**src/rtl/pseq_pkg.sv**
```systemverilog
package pseq_pkg;
  localparam int PAGE_BIT_W = 10;
  localparam int PAGE_NUM_W = 12;
  localparam int PAGE_CNT_W = 4;
  localparam int CMD_W      = PAGE_CNT_W + PAGE_NUM_W;
  localparam int ADDR_W     = PAGE_NUM_W + PAGE_BIT_W;

  typedef enum logic [1:0] {
    LD_NONE = 2'd0,
    LD_IMM  = 2'd1,
    LD_SLOT = 2'd2,
    LD_NEW  = 2'd3
  } pseq_load_e;
endpackage

```
**src/rtl/pseq_slot.sv**
```systemverilog
module pseq_slot #(
  parameter int W = 16
) (
  input  logic         clk,
  input  logic         rst_n,
  input  logic         put,
  input  logic         take,
  input  logic         clr,
  input  logic [W-1:0] din,
  output logic         full,
  output logic [W-1:0] dout
);
  always_ff @(posedge clk) begin
    if (!rst_n) begin
      full <= 1'b0;
      dout <= '0;
    end else if (clr || take) begin
      full <= 1'b0;
    end else if (put) begin
      full <= 1'b1;
      dout <= din;
    end
  end
endmodule

```
**src/rtl/pseq_addr_ctr.sv**
```systemverilog
module pseq_addr_ctr #(
  parameter int BIT_W  = 10,
  parameter int PAGE_W = 12,
  parameter int CNT_W  = 4
) (
  input  logic              clk,
  input  logic              rst_n,
  input  logic              load,
  input  logic [PAGE_W-1:0] load_page,
  input  logic [CNT_W-1:0]  load_cnt,
  input  logic              step,
  output logic [BIT_W-1:0]  bit_q,
  output logic [PAGE_W-1:0] page_q,
  output logic              at_last_bit,
  output logic              at_last_page
);
  localparam logic [BIT_W-1:0] BIT_MAX = {BIT_W{1'b1}};

  logic [CNT_W-1:0] left_q;

  assign at_last_bit  = (bit_q == BIT_MAX);
  assign at_last_page = (left_q == '0);

  always_ff @(posedge clk) begin
    if (!rst_n) begin
      bit_q  <= '0;
      page_q <= '0;
      left_q <= '0;
    end else if (load) begin
      bit_q  <= '0;
      page_q <= load_page;
      // count 0 wraps to all ones: sixteen pages
      left_q <= load_cnt - 1'b1;
    end else if (step) begin
      bit_q <= bit_q + 1'b1;
      if (at_last_bit) begin
        page_q <= page_q + 1'b1;
        left_q <= left_q - 1'b1;
      end
    end
  end
endmodule

```
**src/rtl/pseq_channel.sv**
```systemverilog
module pseq_channel
  import pseq_pkg::*;
#(
  parameter int BIT_W  = PAGE_BIT_W,
  parameter int PAGE_W = PAGE_NUM_W,
  parameter int CNT_W  = PAGE_CNT_W,
  localparam int CW    = CNT_W + PAGE_W,
  localparam int AW    = PAGE_W + BIT_W
) (
  input  logic          clk,
  input  logic          rst_n,
  input  logic          tick,
  input  logic          cmd_valid,
  output logic          cmd_ready,
  input  logic          cmd_imm,
  input  logic [CW-1:0] cmd_word,
  output logic          req_valid,
  input  logic          req_ready,
  output logic [AW-1:0] req_addr,
  output logic          busy,
  output logic          done
);
  logic              active_q, req_q, done_q;
  logic              slot_full;
  logic [CW-1:0]     slot_word, ld_word;
  logic [BIT_W-1:0]  bit_q;
  logic [PAGE_W-1:0] page_q;
  logic              last_bit, last_page;
  logic              hs, last, acc;
  pseq_load_e        ld_sel;

  assign hs        = req_q & req_ready;
  assign last      = hs & last_bit & last_page;
  assign cmd_ready = cmd_imm | ~slot_full;
  assign acc       = cmd_valid & cmd_ready;

  always_comb begin
    ld_sel = LD_NONE;
    if (acc && cmd_imm)                          ld_sel = LD_IMM;
    else if (last && slot_full)                  ld_sel = LD_SLOT;
    else if (acc && (!active_q || last))         ld_sel = LD_NEW;
  end

  assign ld_word = (ld_sel == LD_SLOT) ? slot_word : cmd_word;

  pseq_slot #(.W(CW)) u_slot (
    .clk  (clk),
    .rst_n(rst_n),
    .put  (acc && !cmd_imm && active_q && !last),
    .take (ld_sel == LD_SLOT),
    .clr  (ld_sel == LD_IMM),
    .din  (cmd_word),
    .full (slot_full),
    .dout (slot_word)
  );

  pseq_addr_ctr #(.BIT_W(BIT_W), .PAGE_W(PAGE_W), .CNT_W(CNT_W)) u_ctr (
    .clk         (clk),
    .rst_n       (rst_n),
    .load        (ld_sel != LD_NONE),
    .load_page   (ld_word[PAGE_W-1:0]),
    .load_cnt    (ld_word[CW-1:PAGE_W]),
    .step        (hs && ld_sel == LD_NONE),
    .bit_q       (bit_q),
    .page_q      (page_q),
    .at_last_bit (last_bit),
    .at_last_page(last_page)
  );

  always_ff @(posedge clk) begin
    if (!rst_n) begin
      active_q <= 1'b0;
      req_q    <= 1'b0;
      done_q   <= 1'b0;
    end else begin
      done_q <= last;
      if (ld_sel != LD_NONE) active_q <= 1'b1;
      else if (last)         active_q <= 1'b0;
      if (ld_sel == LD_IMM || hs)        req_q <= 1'b0;
      else if (tick && active_q && !req_q) req_q <= 1'b1;
    end
  end

  assign req_valid = req_q;
  assign req_addr  = {page_q, bit_q};
  assign busy      = active_q;
  assign done      = done_q;
endmodule

```
**src/rtl/pseq_top.sv**
```systemverilog
module pseq_top
  import pseq_pkg::*;
#(
  parameter int NCH    = 2,
  parameter int BIT_W  = PAGE_BIT_W,
  parameter int PAGE_W = PAGE_NUM_W,
  parameter int CNT_W  = PAGE_CNT_W,
  localparam int CW    = CNT_W + PAGE_W,
  localparam int AW    = PAGE_W + BIT_W
) (
  input  logic              clk,
  input  logic              rst_n,
  input  logic [NCH-1:0]    tick,
  input  logic [NCH-1:0]    cmd_valid,
  output logic [NCH-1:0]    cmd_ready,
  input  logic [NCH-1:0]    cmd_imm,
  input  logic [NCH*CW-1:0] cmd_word,
  output logic [NCH-1:0]    req_valid,
  input  logic [NCH-1:0]    req_ready,
  output logic [NCH-1:0]    req_write,
  output logic [NCH*AW-1:0] req_addr,
  output logic [NCH-1:0]    busy,
  output logic [NCH-1:0]    done
);
  for (genvar g = 0; g < NCH; g++) begin : g_ch
    // channel 0 records (writes), the others play back (read)
    assign req_write[g] = (g == 0);

    pseq_channel #(.BIT_W(BIT_W), .PAGE_W(PAGE_W), .CNT_W(CNT_W)) u_ch (
      .clk      (clk),
      .rst_n    (rst_n),
      .tick     (tick[g]),
      .cmd_valid(cmd_valid[g]),
      .cmd_ready(cmd_ready[g]),
      .cmd_imm  (cmd_imm[g]),
      .cmd_word (cmd_word[g*CW +: CW]),
      .req_valid(req_valid[g]),
      .req_ready(req_ready[g]),
      .req_addr (req_addr[g*AW +: AW]),
      .busy     (busy[g]),
      .done     (done[g])
    );
  end
endmodule

```
**config.mk**
```make
export PLATFORM = sky130hd
export DESIGN_NAME = pseq_top
export DESIGN_NICKNAME = d
export VERILOG_FILES = /design/src/rtl/pseq_pkg.sv /design/src/rtl/pseq_slot.sv /design/src/rtl/pseq_addr_ctr.sv /design/src/rtl/pseq_channel.sv /design/src/rtl/pseq_top.sv
export SDC_FILE = /design/constraint.sdc
export NUM_CORES = 1
export LEC_CHECK = 0
export BUFFER_PORTS_ARGS = -buffer_cell sky130_fd_sc_hd__buf_2
export CELL_PAD_IN_SITES_DETAIL_PLACEMENT = 0
export CELL_PAD_IN_SITES_GLOBAL_PLACEMENT = 1
export CORE_MARGIN = 5
export CORE_UTILIZATION = 43
export CTS_CLUSTER_DIAMETER = 50
export DETAILED_ROUTE_END_ITERATION = 10
export PLACE_DENSITY_LB_ADDON = 0.1
export SETUP_SLACK_MARGIN = 0.02
export SLEW_MARGIN = 20
export SYNTH_ARGS = -nofsm -noshare
export SYNTH_HDL_FRONTEND = slang
export SYNTH_SLANG_ARGS = --single-unit
export TNS_END_PERCENT = 10
```
**constraint.sdc**
```tcl
create_clock -name clk -period 7.05 [get_ports clk]
set_clock_uncertainty 0.1 [all_clocks]
set_input_delay 0.705 -clock clk [delete_from_list [all_inputs] [get_ports clk]]
set_output_delay 0.705 -clock clk [all_outputs]
set_load 0.03 [all_outputs]
```
=== Word level (Yosys, flattened, before mapping) ===
Index checks and enable logic that the tools add are counted.

* Bitwise gates (word level): 15
* Reductions and logical operators: 54
* Eq/ne operators: 6
* Add/sub/neg operators: 8
* Mux-type cells: 24

{| class="wikitable"
|+ Operators by type and width
! kind !! count
|-
| two-way mux 12 bit || 6
|-
| two-way mux 16 bit || 2
|-
| adder 12 x 1 -> 12 bit (second input constant) || 2
|-
| two-way mux 4 bit || 6
|-
| adder 10 x 1 -> 10 bit (second input constant) || 2
|-
| == test 10 bit (second input constant) || 2
|-
| logical AND 1 bit || 18
|-
| nonzero test 2 bit || 8
|-
| subtractor 4 x 1 -> 4 bit (second input constant) || 4
|-
| two-way mux 2 bit || 6
|-
| OR reduction 2 bit || 6
|-
| bitwise AND 1 bit || 8
|-
| logical NOT 1 bit || 8
|-
| logical NOT 4 bit || 2
|-
| AND reduction 2 bit || 4
|-
| logical OR 1 bit || 6
|-
| NOT 1 bit || 5
|-
| == test 2 x 1 -> 1 bit (second input constant) || 2
|-
| == test 2 bit (second input constant) || 2
|-
| logical NOT 2 bit || 2
|-
| two-way mux 1 bit || 4
|-
| bitwise OR 1 bit || 2
|}

* Output and inout bits: 54
* Flip-flop bits (word level): 92
* Logic and storage cells: 123
* Input bits: 42

=== Logic depth before layout (Yosys ltp) ===
* Word-level depth: 12
* Depth in mapped cells: 15
* Depth with buffers taken out: 12

=== Cells and area by module ===
A second synthesis with hierarchy kept.

* Cell total of the unflattened synthesis: 556
* Area total of the unflattened synthesis: 5002.3 um^2

{| class="wikitable"
|+ By module, submodules not included
! module !! area an instance (um^2) !! seq. area each (um^2) !! cells each !! instances
|-
| pseq_addr_ctr || 1372.6 || 520.5 || 161 || 2
|-
| pseq_slot || 696.9 || 340.3 || 74 || 2
|-
| pseq_channel || 420.4 || 60.1 || 41 || 2
|-
| pseq_top || 22.5 || 0.0 || 4 || 1
|}

=== Least setup slack after synthesis ===
No wires, ideal clock.

* Kind: flip-flop to flip-flop
* From: register g_ch[1].u_ch.u_ctr.bit_q[0]
* To: register g_ch[1].u_ch.u_ctr.left_q[2]
* Path slack: 3.771 ns
* Stages on the path, launching flop included: 15
* Library setup time: 0.086 ns
* Arrival: 3.093 ns
* Period minus slack after synthesis: 3.279 ns
* Path buffers: 2
* Data required time: 6.864 ns
* Path through: dfxtp_1 > ha_1 > nand3_1 > or4_4 > or3_1 > buf_2 > buf_2 > nand2_1 > a21oi_1 > a21oi_1 > ha_1 > nand2_1 > o21ai_0 > a21oi_1 > a211oi_1

* Word-level cells in the longest chain between the ends: 12
* Elaborated cells on any way between the ends: 19
* Those cells by class: 1 x add/sub; 2 x eq/ne; 5 x mux; 2 x bitwise; 9 x reduce/logical

{| class="wikitable"
|+ Ends and longest elaborated chain
! element !! line !! source
|-
| start: declaration || pseq_addr_ctr.sv:12 || <nowiki>output logic [BIT_W-1:0] bit_q,</nowiki>
|-
| start signal: assignment || pseq_addr_ctr.sv:35 || <nowiki>bit_q <= bit_q + 1'b1;</nowiki>
|-
| == test 10 bit * || pseq_addr_ctr.sv:21 || <nowiki>assign at_last_bit = (bit_q == BIT_MAX);</nowiki>
|-
| bitwise AND 1 bit (2 in series) || pseq_channel.sv:33 || <nowiki>assign last = hs & last_bit & last_page;</nowiki>
|-
| logical OR 1 bit || pseq_channel.sv:41 || <nowiki>else if (acc && (!active_q || last)) ld_sel = LD_NEW;</nowiki>
|-
| logical AND 1 bit || pseq_channel.sv:41 ||
|-
| two-way mux 2 bit || pseq_channel.sv:41 ||
|-
| two-way mux 2 bit || pseq_channel.sv:40 || <nowiki>else if (last && slot_full) ld_sel = LD_SLOT;</nowiki>
|-
| two-way mux 2 bit || pseq_channel.sv:39 || <nowiki>if (acc && cmd_imm) ld_sel = LD_IMM;</nowiki>
|-
| == test 2 bit or logical NOT 2 bit (tied branches) || pseq_channel.sv:44, pseq_channel.sv:63 ||
|-
| two-way mux 16 bit or logical AND 1 bit (tied branches) || pseq_channel.sv:44, pseq_channel.sv:63 ||
|-
| subtractor 4 x 1 -> 4 bit or nonzero test 2 bit (tied branches) || - ||
|-
| two-way mux 4 bit or AND reduction 2 bit (tied branches) || - ||
|-
| end signal: assignment || pseq_addr_ctr.sv:33 || <nowiki>left_q <= load_cnt - 1'b1;</nowiki>
|-
| end signal: assignment || pseq_addr_ctr.sv:38 || <nowiki>left_q <= left_q - 1'b1;</nowiki>
|-
| end: declaration || pseq_addr_ctr.sv:19 || <nowiki>logic [CNT_W-1:0] left_q;</nowiki>
|}

Every way passes the cells marked *; elsewhere a longest branch is shown, timed or not.
A chain may end at the register's enable or synchronous reset.

=== Worst setup path after layout ===
Ends and elaborated chain as after synthesis.

==> impl_metrics.py <==
metrics = {
    "route": {
        "dr.pass1.iters": 4,
        "wire_per_inst_um": 15.2,
        "ant_nets": 0,
        "wirelength_um": 12000,
        "vias_per_cell": 5.41,
        "drc": 0,
        "vias": 4288,
        "drt_iter0_drc": 212,
    },
    "hold_path": {
        "min_path_type": "flip-flop to flip-flop",
        "min_path_cells": 2,
        "min_from": "g_ch[1].u_ch.u_slot.dout[7]",
        "holdPathEnd": "g_ch[1].u_ch.u_slot.dout[7]",
    },
    "timing": {
        "clock.fmax_mhz": 296,
        "fin_tns_setup_ns": 0,
        "rsz0062_at_grt": "no",
        "min_period_ns": 3.38,
        "relSlewSlack_pct": 37.5,
        "hold_viol": 0,
        "setup_viol": 0,
        "layout_worst_path_cycle_share_pct": 47.9,
        "final_max_slew_viol_count": 0,
        "tightest_slew_ns": 0.930,
    },
    "clocking": {
        "cts_max_level": 3,
        "post_cts_resized": 0,
        "cts_buffers": 9,
        "cts.path.max_buffers": 2,
        "cts_setup_buffers": 0,
        "hold_buffers": 0,
        "clkSinkCount": 92,
        "cts_root_buf": "clkbuf_8",
        "cts_tree": "built",
        "clock_latency_ns": 0.36,
        "clk_pin_slew_ns": 0.09,
    },
    "run_status": {
        "status": "finished, final reports clean",
    },
    "power_and_ir_drop": {
        "p_total_uw": 1060,
        "ir_drop_uv": 112,
        "power_density_nw_per_um2": 199,
        "leakagePower_uw": 0.00225,
    },
    "critical_path": {
        "cp-end-kind": "flip-flop",
        "crit_path_start_kind": "flip-flop",
        "r2r-end": "g_ch[1].u_ch.u_ctr.left_q[2]",
        "cpMostUsedCell": "a21oi_1",
        "cp_max_fo": 16,
        "r2r_slack_ns": 3.67,
        "slowest_delay_ns": 0.65,
        "critical_path_class": "flip-flop to flip-flop",
        "crit_chain": "ha_1 -> nand3_1 -> or4_4 -> or3_1 -> nand2_1 -> a21oi_1 -> a21oi_1 -> ha_1 -> nand2_1 -> o21ai_0 -> a21oi_1 -> a211oi_1",
        "slowest_stage": "or3_1",
        "crit_required_ns": 7.24,
        "cp.arrival_ns": 3.57,
        "cpLargestDelayFamily": "simple AND/OR/NAND/NOR gates",
        "reg2regPathDepth": 12,
        "path_buf_inv": 0,
        "regToRegStartpoint": "g_ch[1].u_ch.u_ctr.bit_q[0]",
    },
    "layout": {
        "area_delta_synth_final_pct": 14.3,
        "n_antenna_cell": 0,
        "num-nets-final": 696,
        "final_area_um2": 5360,
        "nFillCells": 1135,
        "drive_above_1_share_pct": 19.8,
    },
    "job": {
        "cap_violations": 0,
    },
    "global_route": {
        "grt_pass1_vias": 4109,
        "grt_pass1_wl_um": 19700,
        "overflow": 0,
        "grtUsageTotal_pct": 18.7,
        "grt_max_degree": 50,
        "antenna_found_initial": 1,
    },
    "floorplanning": {
        "die_w_um": 114,
        "core-area_um2": 10700,
        "num_rows": 38,
        "ioPinCount": 96,
        "start_util_pct": 43.6,
        "die_h_um": 114,
        "dieArea_um2": 13100,
    },
    "synth": {
        "netlist_area_um2": 4690,
        "yosysTopAreaCell": "dfxtp_1",
        "synth.area.top_cells": "dfxtp_1 39%, nand2_1 8.9%, mux2i_1 6.2%, a21oi_1 5.4%, nor2_1 5.0%",
        "synth-async-reset-ratio_pct": 0,
        "avgSynthCellArea_um2": 8.12,
        "syn_inst": 577,
        "synth_ff_type": "dfxtp_1",
        "synth_cell_types": 51,
        "synth-edff-count": 0,
        "ys_ff_latch": 92,
        "ys_warn_count": 0,
        "synth_fp_nets": 625,
        "synth_top_area_share_pct": 39.3,
        "synth_seq_area_share_pct": 39.3,
    },
    "place": {
        "portBuffers": 93,
        "dp_hpwl_um": 8480,
        "finalWeightedCongestion": 0.810,
        "post_dp_cell_area_um2": 5170,
    },
}
-- worst max-delay path by stage --
stage / start / endpoint / slack (ns) / cells after the start
final: g_ch[1].u_ch.u_ctr.bit_q[0] / g_ch[1].u_ch.u_ctr.left_q[2] / 3.67 / 12
after global routing: g_ch[1].u_ch.u_ctr.bit_q[0] / g_ch[1].u_ch.u_ctr.left_q[2] / 3.38 / 12
after CTS: g_ch[1].u_ch.u_ctr.bit_q[0] / g_ch[1].u_ch.u_ctr.left_q[2] / 3.67 / 12
after detailed placement: g_ch[1].u_ch.u_ctr.bit_q[0] / g_ch[1].u_ch.u_ctr.left_q[2] / 3.71 / 12
after global placement: req_ready[1] / g_ch[1].u_ch.u_ctr.left_q[2] / 3.80 / 12
after floorplan: g_ch[1].u_ch.u_ctr.bit_q[0] / g_ch[1].u_ch.u_ctr.left_q[2] / 3.77 / 14
-- stage by stage --
stage	instances	util (%)	setup slack, ns	hold slack [ns]
2_1_floorplan	577	-	3.77	0.336
3_3_place_gp	777	48.2	3.80	0.341
3_5_place_dp	777	48.2	3.71	0.347
4_1_cts	793	49.8	3.67	0.359
5_1_grt	793	49.8	3.38	0.379
6_report	793	49.8	3.67	0.358
-- power by group --
part	switching (uW)	total, uW	internal (uW)
clock network	179	336	157
registers	25.1	567	542
logic	101	162	60.3
-- sequential cells by signal (all words and copies together), names as in the netlist --
signal                  flops
g_ch.u_ch.u_ctr.page_q     24
g_ch.u_ch.u_slot.full       2
g_ch.u_ch.busy              2
g_ch.u_ch.req_valid         2
g_ch.u_ch.u_ctr.bit_q      20
g_ch.u_ch.u_slot.dout      32
g_ch.u_ch.u_ctr.left_q      8
g_ch.u_ch.done              2
-- worst register-to-register path, cell delays in order, from the launching register on --
cell	delay (ns)
dfxtp_1	0.41
ha_1	0.19
nand3_1	0.24
or4_4	0.64
or3_1	0.65
nand2_1	0.16
a21oi_1	0.07
a21oi_1	0.14
ha_1	0.21
nand2_1	0.07
o21ai_0	0.16
a21oi_1	0.06
a211oi_1	0.19
-- layer usage --
metal / wire, um / global-route usage [%] / vias up
met5: 9 / 0 / -
li1: - / - / 2159
met3: 523 / 3.44 / 23
met4: 274 / 7.68 / 2
met2: 5710 / 31.7 / 91
met1: 5520 / 23.3 / 2013
-- synthesized netlist by cell type (3+ instances only) --
| cell type | instances |
|---|---|
| dfxtp_1 | 92 |
| nor4_1 | 7 |
| a211oi_1 | 13 |
| inv_1 | 4 |
| and2_1 | 3 |
| or4_1 | 4 |
| or4_4 | 3 |
| nor3_1 | 12 |
| a21oi_1 | 51 |
| xor2_1 | 15 |
| nor2b_1 | 4 |
| o21a_1 | 12 |
| mux2i_1 | 29 |
| o221ai_1 | 6 |
| nand2_1 | 111 |
| nand3_1 | 10 |
| xnor2_1 | 17 |
| o22ai_1 | 4 |
| o211a_1 | 3 |
| buf_2 | 10 |
| mux2_2 | 6 |
| ha_1 | 6 |
| clkbuf_1 | 16 |
| buf_4 | 12 |
| o21ai_0 | 6 |
| nand4_1 | 22 |
| and3_1 | 8 |
| nor2_1 | 62 |
| nand2b_1 | 3 |
-- kinds of logic (layout without fill, tap and decap cells) --
logic type	Yosys count	in the layout	synth area share, %
AO/OA/AOI/OAI	112	112	15.6
XOR/XNOR	32	32	5.98
adder cells (fa/ha/maj)	6	6	1.60
buffers and inverters	43	119	4.83
flip-flops	92	92	39.3
multiplexers	35	35	7.64
other	2	2	0.160
AND/OR/NAND/NOR	255	255	24.9
-- final cells by class --
class / count / area (um2) / area share (%)
multi-input cells: 442 / 2630 / 49.1
flip-flops and latches: 92 / 1840 / 34.4
repair buffers: 99 / 510 / 9.53
clock buffers: 15 / 176 / 3.29
well taps: 140 / 175 / 3.27
inverters: 4 / 15.0 / 0.280
clock inverters: 1 / 5.00 / 0.0934
-- cells in the final DEF (no fill, tap or decap), types with 6 or more instances in the layout --
cell      count
a211oi_1     13
a21oi_1      51
and3_1        8
buf_2        93
buf_4         6
clkbuf_8     12
dfxtp_1      92
ha_1          6
mux2_2        6
mux2i_1      29
nand2_1     111
nand3_1      10
nand4_1      22
nor2_1       62
nor3_1       12
nor4_1        6
o21a_1       12
o21ai_0       6
o221ai_1      6
xnor2_1      17
xor2_1       15
Note: power is estimated with default switching activity, not from simulation.
